==> config.mk <==
export PLATFORM = sky130hd
export DESIGN_NAME = pci_tgt_lite
export DESIGN_NICKNAME = d
export VERILOG_FILES = /design/src/rtl/pci_tgt_pkg.sv /design/src/rtl/pci_tgt_ctrl.sv /design/src/rtl/pci_tgt_dpath.sv /design/src/rtl/pci_tgt_lite.sv
export SDC_FILE = /design/constraint.sdc
export NUM_CORES = 1
export LEC_CHECK = 0
export ABC_AREA = 1
export BUFFER_PORTS_ARGS = -buffer_cell sky130_fd_sc_hd__buf_2
export CELL_PAD_IN_SITES_DETAIL_PLACEMENT = 0
export CELL_PAD_IN_SITES_GLOBAL_PLACEMENT = 1
export CORE_ASPECT_RATIO = 0.6
export CORE_UTILIZATION = 43
export CTS_BUF_LIST = sky130_fd_sc_hd__clkbuf_4 sky130_fd_sc_hd__clkbuf_8
export DETAILED_ROUTE_END_ITERATION = 10
export GPL_TIMING_DRIVEN = 0
export HOLD_SLACK_MARGIN = 0.06
export PLACE_DENSITY_LB_ADDON = 0.1
export SLEW_MARGIN = 20
export SYNTH_ARGS = -nofsm -noshare
export SYNTH_HDL_FRONTEND = slang
export SYNTH_SLANG_ARGS = --single-unit
==> constraint.sdc <==
create_clock -name clk -period 2.56 [get_ports clk]
set_input_delay 0.512 -clock clk [delete_from_list [all_inputs] [get_ports clk]]
set_output_delay 0.512 -clock clk [all_outputs]
set_load 0.005 [all_outputs]
==> src/rtl/pci_tgt_pkg.sv <==
package pci_tgt_pkg;

  typedef enum logic [2:0] {
    ST_IDLE,
    ST_DECODE,
    ST_DATA,
    ST_TURN,
    ST_SKIP
  } tgtState_t;

  typedef struct packed {
    logic latchAddr;
    logic beatDone;
  } tgtStrobe_t;

  localparam logic [3:0] CMD_MEM_RD = 4'b0110;
  localparam logic [3:0] CMD_MEM_WR = 4'b0111;
  localparam logic [3:0] CMD_CFG_RD = 4'b1010;
  localparam logic [3:0] CMD_CFG_WR = 4'b1011;

endpackage

==> src/rtl/pci_tgt_ctrl.sv <==
module pci_tgt_ctrl
  import pci_tgt_pkg::*;
(
  input  logic       clk,
  input  logic       rstN,
  input  logic       frameN,
  input  logic       irdyN,
  input  logic       claim,
  input  logic       isWrite,
  output tgtStrobe_t strobe,
  output logic       devselN,
  output logic       trdyN,
  output logic       adOe
);

  tgtState_t state;

  always_comb begin
    strobe = '0;
    strobe.latchAddr = (state == ST_IDLE) && !frameN;
    strobe.beatDone  = (state == ST_DATA) && !irdyN && !trdyN;
  end

  always_ff @(posedge clk or negedge rstN) begin
    if (!rstN) begin
      state   <= ST_IDLE;
      devselN <= 1'b1;
      trdyN   <= 1'b1;
      adOe    <= 1'b0;
    end else begin
      case (state)
        ST_IDLE: begin
          if (!frameN) state <= claim ? ST_DECODE : ST_SKIP;
        end
        ST_DECODE: begin
          state   <= ST_DATA;
          devselN <= 1'b0;
          trdyN   <= 1'b0;
          adOe    <= !isWrite;
        end
        ST_DATA: begin
          if (!irdyN && frameN) begin
            state   <= ST_TURN;
            devselN <= 1'b1;
            trdyN   <= 1'b1;
            adOe    <= 1'b0;
          end
        end
        ST_TURN: state <= ST_IDLE;
        ST_SKIP: begin
          if (frameN && irdyN) state <= ST_IDLE;
        end
        default: state <= ST_IDLE;
      endcase
    end
  end

endmodule

==> src/rtl/pci_tgt_dpath.sv <==
module pci_tgt_dpath
  import pci_tgt_pkg::*;
#(
  parameter int          REG_COUNT = 8,
  parameter logic [31:0] DEV_ID    = 32'h5A17_C0DE,
  parameter int          BASE_IDX  = 4
) (
  input  logic        clk,
  input  logic        rstN,
  input  logic [31:0] adIn,
  input  logic [3:0]  cbeN,
  input  logic        idsel,
  input  tgtStrobe_t  strobe,
  output logic        claim,
  output logic        isWrite,
  output logic [31:0] adOut
);

  localparam int IDX_BITS = $clog2(REG_COUNT);
  localparam int WIN_BITS = IDX_BITS + 2;
  localparam logic [31:0] BASE_MASK = ~((32'd1 << WIN_BITS) - 32'd1);

  logic [29:0] addrQ;
  logic        cfgQ;
  logic [31:0] baseReg;
  logic [31:0] bank [REG_COUNT];
  logic [31:0] laneMask;
  logic        cmdIsMem, cmdIsCfg;
  logic        unusedLowBits;

  assign unusedLowBits = ^adIn[1:0];

  wire [IDX_BITS-1:0] memIdx = addrQ[IDX_BITS-1:0];
  wire [5:0]          cfgIdx = addrQ[5:0];

  for (genvar lane = 0; lane < 4; lane++) begin : gLane
    assign laneMask[8*lane +: 8] = {8{~cbeN[lane]}};
  end

  assign cmdIsMem = (cbeN == CMD_MEM_RD) || (cbeN == CMD_MEM_WR);
  assign cmdIsCfg = (cbeN == CMD_CFG_RD) || (cbeN == CMD_CFG_WR);
  assign claim    = (cmdIsMem && (adIn[31:WIN_BITS] == baseReg[31:WIN_BITS]))
                 || (cmdIsCfg && idsel);

  function automatic logic [31:0] mergeLanes(input logic [31:0] oldVal,
                                             input logic [31:0] newVal,
                                             input logic [31:0] mask);
    return (oldVal & ~mask) | (newVal & mask);
  endfunction

  always_ff @(posedge clk or negedge rstN) begin
    if (!rstN) begin
      addrQ   <= '0;
      cfgQ    <= 1'b0;
      isWrite <= 1'b0;
      baseReg <= '0;
      for (int i = 0; i < REG_COUNT; i++) bank[i] <= '0;
    end else begin
      if (strobe.latchAddr) begin
        addrQ   <= adIn[31:2];
        cfgQ    <= cmdIsCfg;
        isWrite <= cbeN[0];
      end
      if (strobe.beatDone) begin
        addrQ <= addrQ + 30'd1;
        if (isWrite) begin
          if (cfgQ) begin
            if (cfgIdx == 6'(BASE_IDX))
              baseReg <= mergeLanes(baseReg, adIn, laneMask) & BASE_MASK;
          end else begin
            bank[memIdx] <= mergeLanes(bank[memIdx], adIn, laneMask);
          end
        end
      end
    end
  end

  always_comb begin
    if (cfgQ) begin
      if (cfgIdx == 6'd0)              adOut = DEV_ID;
      else if (cfgIdx == 6'(BASE_IDX)) adOut = baseReg;
      else                             adOut = '0;
    end else begin
      adOut = bank[memIdx];
    end
  end

endmodule

==> src/rtl/pci_tgt_lite.sv <==
module pci_tgt_lite
  import pci_tgt_pkg::*;
#(
  parameter int          REG_COUNT = 8,
  parameter logic [31:0] DEV_ID    = 32'h5A17_C0DE
) (
  input  logic        clk,
  input  logic        rstN,
  input  logic [31:0] adIn,
  output logic [31:0] adOut,
  output logic        adOe,
  input  logic [3:0]  cbeN,
  input  logic        frameN,
  input  logic        irdyN,
  input  logic        idsel,
  output logic        trdyN,
  output logic        devselN
);

  tgtStrobe_t strobe;
  logic       claim;
  logic       isWrite;

  pci_tgt_ctrl u_ctrl (
    .clk     (clk),
    .rstN    (rstN),
    .frameN  (frameN),
    .irdyN   (irdyN),
    .claim   (claim),
    .isWrite (isWrite),
    .strobe  (strobe),
    .devselN (devselN),
    .trdyN   (trdyN),
    .adOe    (adOe)
  );

  pci_tgt_dpath #(
    .REG_COUNT (REG_COUNT),
    .DEV_ID    (DEV_ID),
    .BASE_IDX  (4)
  ) u_dpath (
    .clk     (clk),
    .rstN    (rstN),
    .adIn    (adIn),
    .cbeN    (cbeN),
    .idsel   (idsel),
    .strobe  (strobe),
    .claim   (claim),
    .isWrite (isWrite),
    .adOut   (adOut)
  );

endmodule

# --- After elaboration in Yosys (flattened, before gate mapping) ---
# Index checks and enable logic that the tools add are counted.
op_classes:
  n_addsub: 1
  magnitude_cmp: 2
  eq_ne: 12
  mux: 20
  n_bitwise: 12
  n_reduce_logical: 23
ops:
  columns: ["operator", "count"]
  rows:
  - ["$bwmux 256", 1]
  - ["$mux 32", 6]
  - ["$and 32x32->32", 3]
  - ["$bmux 32 s3", 1]
  - ["$demux 32 s3", 1]
  - ["$or 32x32->32", 2]
  - ["$mux 30", 2]
  - ["$not 32->32", 1]
  - ["$add 30x1->30 const B", 1]
  - ["$eq 27x27->1", 1]
  - ["$mux 3", 4]
  - ["$pmux 3 s4", 1]
  - ["$eq 4x3->1 const B", 2]
  - ["$eq 4x4->1 const B", 2]
  - ["$logic_and 1x1->1", 8]
  - ["$eq 6x3->1 const B", 1]
  - ["$logic_not 6->1", 1]
  - ["$reduce_and 3->1", 2]
  - ["$not 1->1", 5]
  - ["$ge 4x4->1 const B", 1]
  - ["$logic_not 1->1", 4]
  - ["$lt 4x1->1 const B", 1]
  - ["$ne 2x2->1 const B", 2]
  - ["$not 3->4", 1]
  - ["11 further kinds", 16]
word_totals:
  ff_bits: 320
  word_cells: 85

# --- Logic depth before layout (Yosys ltp) ---
depth:
  ltp_word: 7
  ltp_mapped: 12

# --- Hierarchy ---
# A second synthesis with hierarchy kept.
hier_totals:
  cells_unflattened: 2301
  hier_area_um2: 15797.7
modules_own_cells:
  columns: ["mod", "n_inst", "cells_per_inst", "area_each_um2", "seq_area_each_um2"]
  rows:
  - ["pci_tgt_dpath", 1, 2265, 15518.6, 7282.0]
  - ["pci_tgt_ctrl", 1, 36, 279.0, 126.4]

# --- Worst setup path before layout ---
# OpenSTA, ideal clock, no wires.
synth_timing:
  path_kind: "flip-flop to output port"
  start: "register u_dpath.addrQ[1]"
  end: "output adOut[14]"
  arrival_ns: 1.952
  required_ns: 2.048
  setup_slack_ns: 0.096
  stages_incl_launch_ff: 10
  path_buffers: 3
  cell_sequence: "dfrtp_1 > inv_1 > buf_2 > buf_2 > ha_1 > nand4_1 > nor2_2 > clkbuf_1 > a22oi_1 > nand2_1"
synth_between:
  elab_chain_len: 5
synth_rtl:
  columns: ["element", "line_no", "source"]
  rows:
  - ["from (decl)", "pci_tgt_dpath.sv:23", "logic [29:0] addrQ;"]
  - ["from (signal assigned)", "pci_tgt_dpath.sv:60", "addrQ <= adIn[31:2];"]
  - ["from (signal assigned)", "pci_tgt_dpath.sv:65", "addrQ <= addrQ + 30'd1;"]
  - ["$not 3->4 (not written as such)", "pci_tgt_dpath.sv:84", "adOut = bank[memIdx];"]
  - ["$bmux 32 s3", "pci_tgt_dpath.sv:84", null]
  - ["$mux 32 (not written as such) (2 in series)", "pci_tgt_dpath.sv:84", null]
  - ["$mux 32 (*)", "pci_tgt_dpath.sv:79", "if (cfgQ) begin"]
  - ["to (decl)", "pci_tgt_lite.sv:10", "output logic [31:0] adOut,"]
# Every way passes the cells marked *; elsewhere a longest branch is shown, timed or not. The select of a mux whose other input is x is not followed.

# --- Worst setup path in the final report ---
layout_timing:
  start: "register u_dpath.addrQ[1]"
  end: "output adOut[30]"
# The elaborated chain is that of the path after synthesis.

==> results by group <==
Floorplanning
  – Core footprint: 35,400 um^2
  – Chip Width: 248 um
  – Io pins: 76
  – DIE AREA: 37,200 um^2
  – Site Rows: 53
  – Initial core utilization: 44.2%
  – Vert. Die Dim: 150 um

Detailed routing
  – Drt total wl: 67,200 um
  – Post-detailed-route wirelength per cell: 23.7 um
  – DRC Markers: 0
  – Via density: 5.60
  – Via Count: 15,859
  – Iteration-0 DRC Markers: 1,821
  – Pre-antenna DRT Iters: 6
  – Post-route ant nets: 0

Global route
  – Largest net degree at the start of global routing: 66
  – Initial antenna violation count: 0
  – Vias in the first global route: 14,915
  – Gr usage total: 36.5%
  – First-pass GRT wire length: 96,800 um
  – Grt total ovfl: 0

Clock tree
  – Root buf cell: clkbuf_8
  – Cts bufs inserted: 49
  – Clock Sinks: 296
  – Clock buffer depth: 3
  – Clock transition at path regs: 0.07 ns
  – CTS tree: yes
  – Later-pin clock latency in the skew report: 0.63 ns
  – Htree depth: 2

STA
  – Worst-margin pin slew: 0.946 ns
  – Unrepaired setup endpoints after global routing: true
  – Clk_skew: 0.0271 ns
  – Post-layout min period: 2.99 ns
  – Setup-failing EPs final: 32
  – Hold Violations, Final: 0
  – Final period util: 117%
  – Slew margin rel.: 36.9%
  – Fmax: 0.334 GHz
  – Final slew viol count: 0
  – PnR worst setup slack: -0.431 ns
  – Final TNS setup: -10.65 ns

Worst setup path
  – R2R depth: 12
  – CP bufs+invs: 6
  – Worst stage delay on the critical path: 0.44 ns
  – Flop2flop setup slack: 0.03 ns
  – CP max-delay cell: dfrtp_2
  – WP data required: 2.05 ns
  – CP top delay family: buffers and inverters
  – Critical path class: flip-flop to output port
  – Crit path from: u_dpath.addrQ[1]
  – Critical path, cell by cell: inv_4, buf_8, buf_12, ha_4, nand4_1, nor2_4, buf_6, clkbuf_16, a22oi_2, nand2_1, buf_2
  – CP max FO: 5
  – Worst R2R Start: u_dpath.addrQ[0]
  – CP Capture Type: output port
  – CP Data Arrival Time: 2.48 ns
  – Crit path launch type: flip-flop

Finish
  – Fillers: 3,481
  – # nets final: 2,368
  – Area growth from synthesis to layout: 21.2%
  – Layout cell share with drive strength beyond 1: 18.3%
  – Diodes inserted: 0
  – Post-layout instance area: 19,000 um^2

Placed design
  – Area of placed instances: 16,700 um^2
  – Placer Congestion: 0.923
  – Port-buffer cells: 73
  – Hpwl dp: 45,700 um

Job
  – Max Cap Viol: 0

Pwr
  – Cell Pwr Density: 849 nW/um^2
  – Worst vdd ir: 0.414 mV
  – Leakage: 10.4 nW

Synth
  – Avg Inst Size Synth: 7.26 um^2
  – Area of the mapped netlist: 15,700 um^2
  – Synth area leader: dfrtp_1
  – Top cells by count, synth: nand2_1 (967), dfrtp_1 (295), nand3_1 (284)
  – Largest cells by area after synthesis: dfrtp_1 (47%), nand2_1 (23%), nand3_1 (9.1%)
  – Top-count cell post-synth: nand2_1
  – Yosys cell types: 35
  – Dominant synthesized flop cell: dfrtp_1
  – EDFF count, synth: 0
  – Seq/Total Area, Yosys: 47.3%
  – Yosys warns: 0
  – Top cell type's share of synthesized area: 47.1%
  – Syn_nets: 2,201
  – Post-synth ARST share: 100%
  – Post-synthesis register bit count: 296
  – Synth Instances: 2,158

Worst hold path
  – Min-delay src: adIn[28]
  – Hold Crit Depth: 3
  – HP Class: input pin to flip-flop

Run status
  – Outcome: finished with violations
  – Violated checks: negative setup slack
[layout make-up]
cell class | instances | area (um^2) | area share, %
Sequential cell | 296 | 7410 | 39.0
Multi-Input combinational cell | 1598 | 7400 | 39.0
Clock buffer | 83 | 1020 | 5.36
Buffer | 116 | 1010 | 5.34
Timing Repair Buffer | 117 | 898 | 4.73
Inverter | 147 | 596 | 3.14
Tap cell | 467 | 584 | 3.08
Clock inverter | 7 | 66.3 | 0.349
[worst max-delay path by stage]
stage / endpoint / cells past startpoint
finish: adOut[30] / 11
detailed placement: adOut[15] / 10
floorplan: adOut[14] / 9
global placement: u_dpath.bank[37] / 1
global route: adOut[30] / 11
CTS: adOut[30] / 11
[report_power, final]
part	switching, mW	internal (mW)	total, mW	leakage, nW
clock	2.15	2.60	4.75	0.579
sequential	0.127	4.80	4.93	3.67
combinational	4.23	2.20	6.44	6.12
[cells in the final DEF (no fill, tap or decap), types with 4 or more instances in the layout]
cell / count
o21ai_1: 28
buf_12: 12
buf_4: 34
inv_1: 128
a22oi_2: 6
clkbuf_16: 9
o21ai_2: 4
nand3_1: 284
clkbuf_8: 63
clkbuf_2: 11
nand4_1: 4
a21oi_1: 6
buf_8: 9
inv_4: 4
xor2_1: 5
nand2_2: 21
o21ai_0: 144
nor2_1: 35
buf_2: 105
nor2_4: 15
buf_1: 13
clkinv_2: 4
or2_2: 13
clkbuf_1: 11
buf_16: 4
a22o_1: 9
nand2_1: 945
xnor2_1: 13
nand3_2: 14
nand3_4: 6
buf_6: 23
clkbuf_4: 21
dfrtp_1: 293
nor2_2: 22
inv_2: 10
[registers in the layout (all words and copies together), names as in the netlist, named ones only]
signal and count:
u_ctrl.adOe 1, u_ctrl.devselN 1, u_ctrl.state 3, u_dpath.addrQ 6, u_dpath.bank 256, u_dpath.cfgQ 1
u_dpath.isWrite 1
[worst min-delay path, delay by kind of cell]
kind,cells,cell delay (ns)
AOI/OAI and AO/OA,1,0.06
buffers and inverters,1,0.10
and+or+nand+nor,1,0.05
[logic make-up (layout without fill, tap and decap cells)]
| kind of cell | Yosys count | in the layout | synth area share, % |
|---|---|---|---|
| buffers and inverters | 264 | 470 | 7.41 |
| AOI/OAI and AO/OA | 213 | 213 | 7.37 |
| and+or+nand+nor | 1365 | 1365 | 36.8 |
| DFF | 296 | 296 | 47.3 |
| adders and majority gates | 2 | 2 | 0.160 |
| xor gates and xnor gates | 18 | 18 | 1.01 |
[stage by stage]
stage / util [%] / worst slack [ns] / cells / total power, mW / hold slack [ns]
finish: 53.6 / -0.431 / 2831 / 16.1 / 0.148
global route: 53.6 / -0.475 / 2831 / 16.7 / 0.151
CTS: 53.0 / -0.406 / 2821 / 15.7 / 0.122
detailed placement: 47.3 / -1.22 / 2702 / 9.87 / 0.465
global placement: 46.9 / -5.08 / 2698 / 9.85 / 0.462
floorplan: - / 0.0959 / 2158 / 7.67 / 0.216
[what timing repair did]
item | in CTS | in global routing
buffers inserted | 24 | 10
cloned | 4 | 1
endpoints found under the hold margin | 52 | 0
hold buffers | 1 | 0
endpoints found under the setup margin | 59 | 54
resized for setup | 203 | 51
pin swaps | 28 | 23
[layer usage]
metal / routed length [um] / vias to the layer above / GRT usage [%] / share of wire (%)
met4: 1780 / 0 / 11.3 / 2.7
li1: - / 7197 / - / -
met5: 0 / - / 0 / 0
met3: 8590 / 121 / 11.9 / 13
met1: 30100 / 7623 / 54.0 / 45
met2: 26600 / 918 / 49.5 / 40
(Power assumes the default switching activity.)
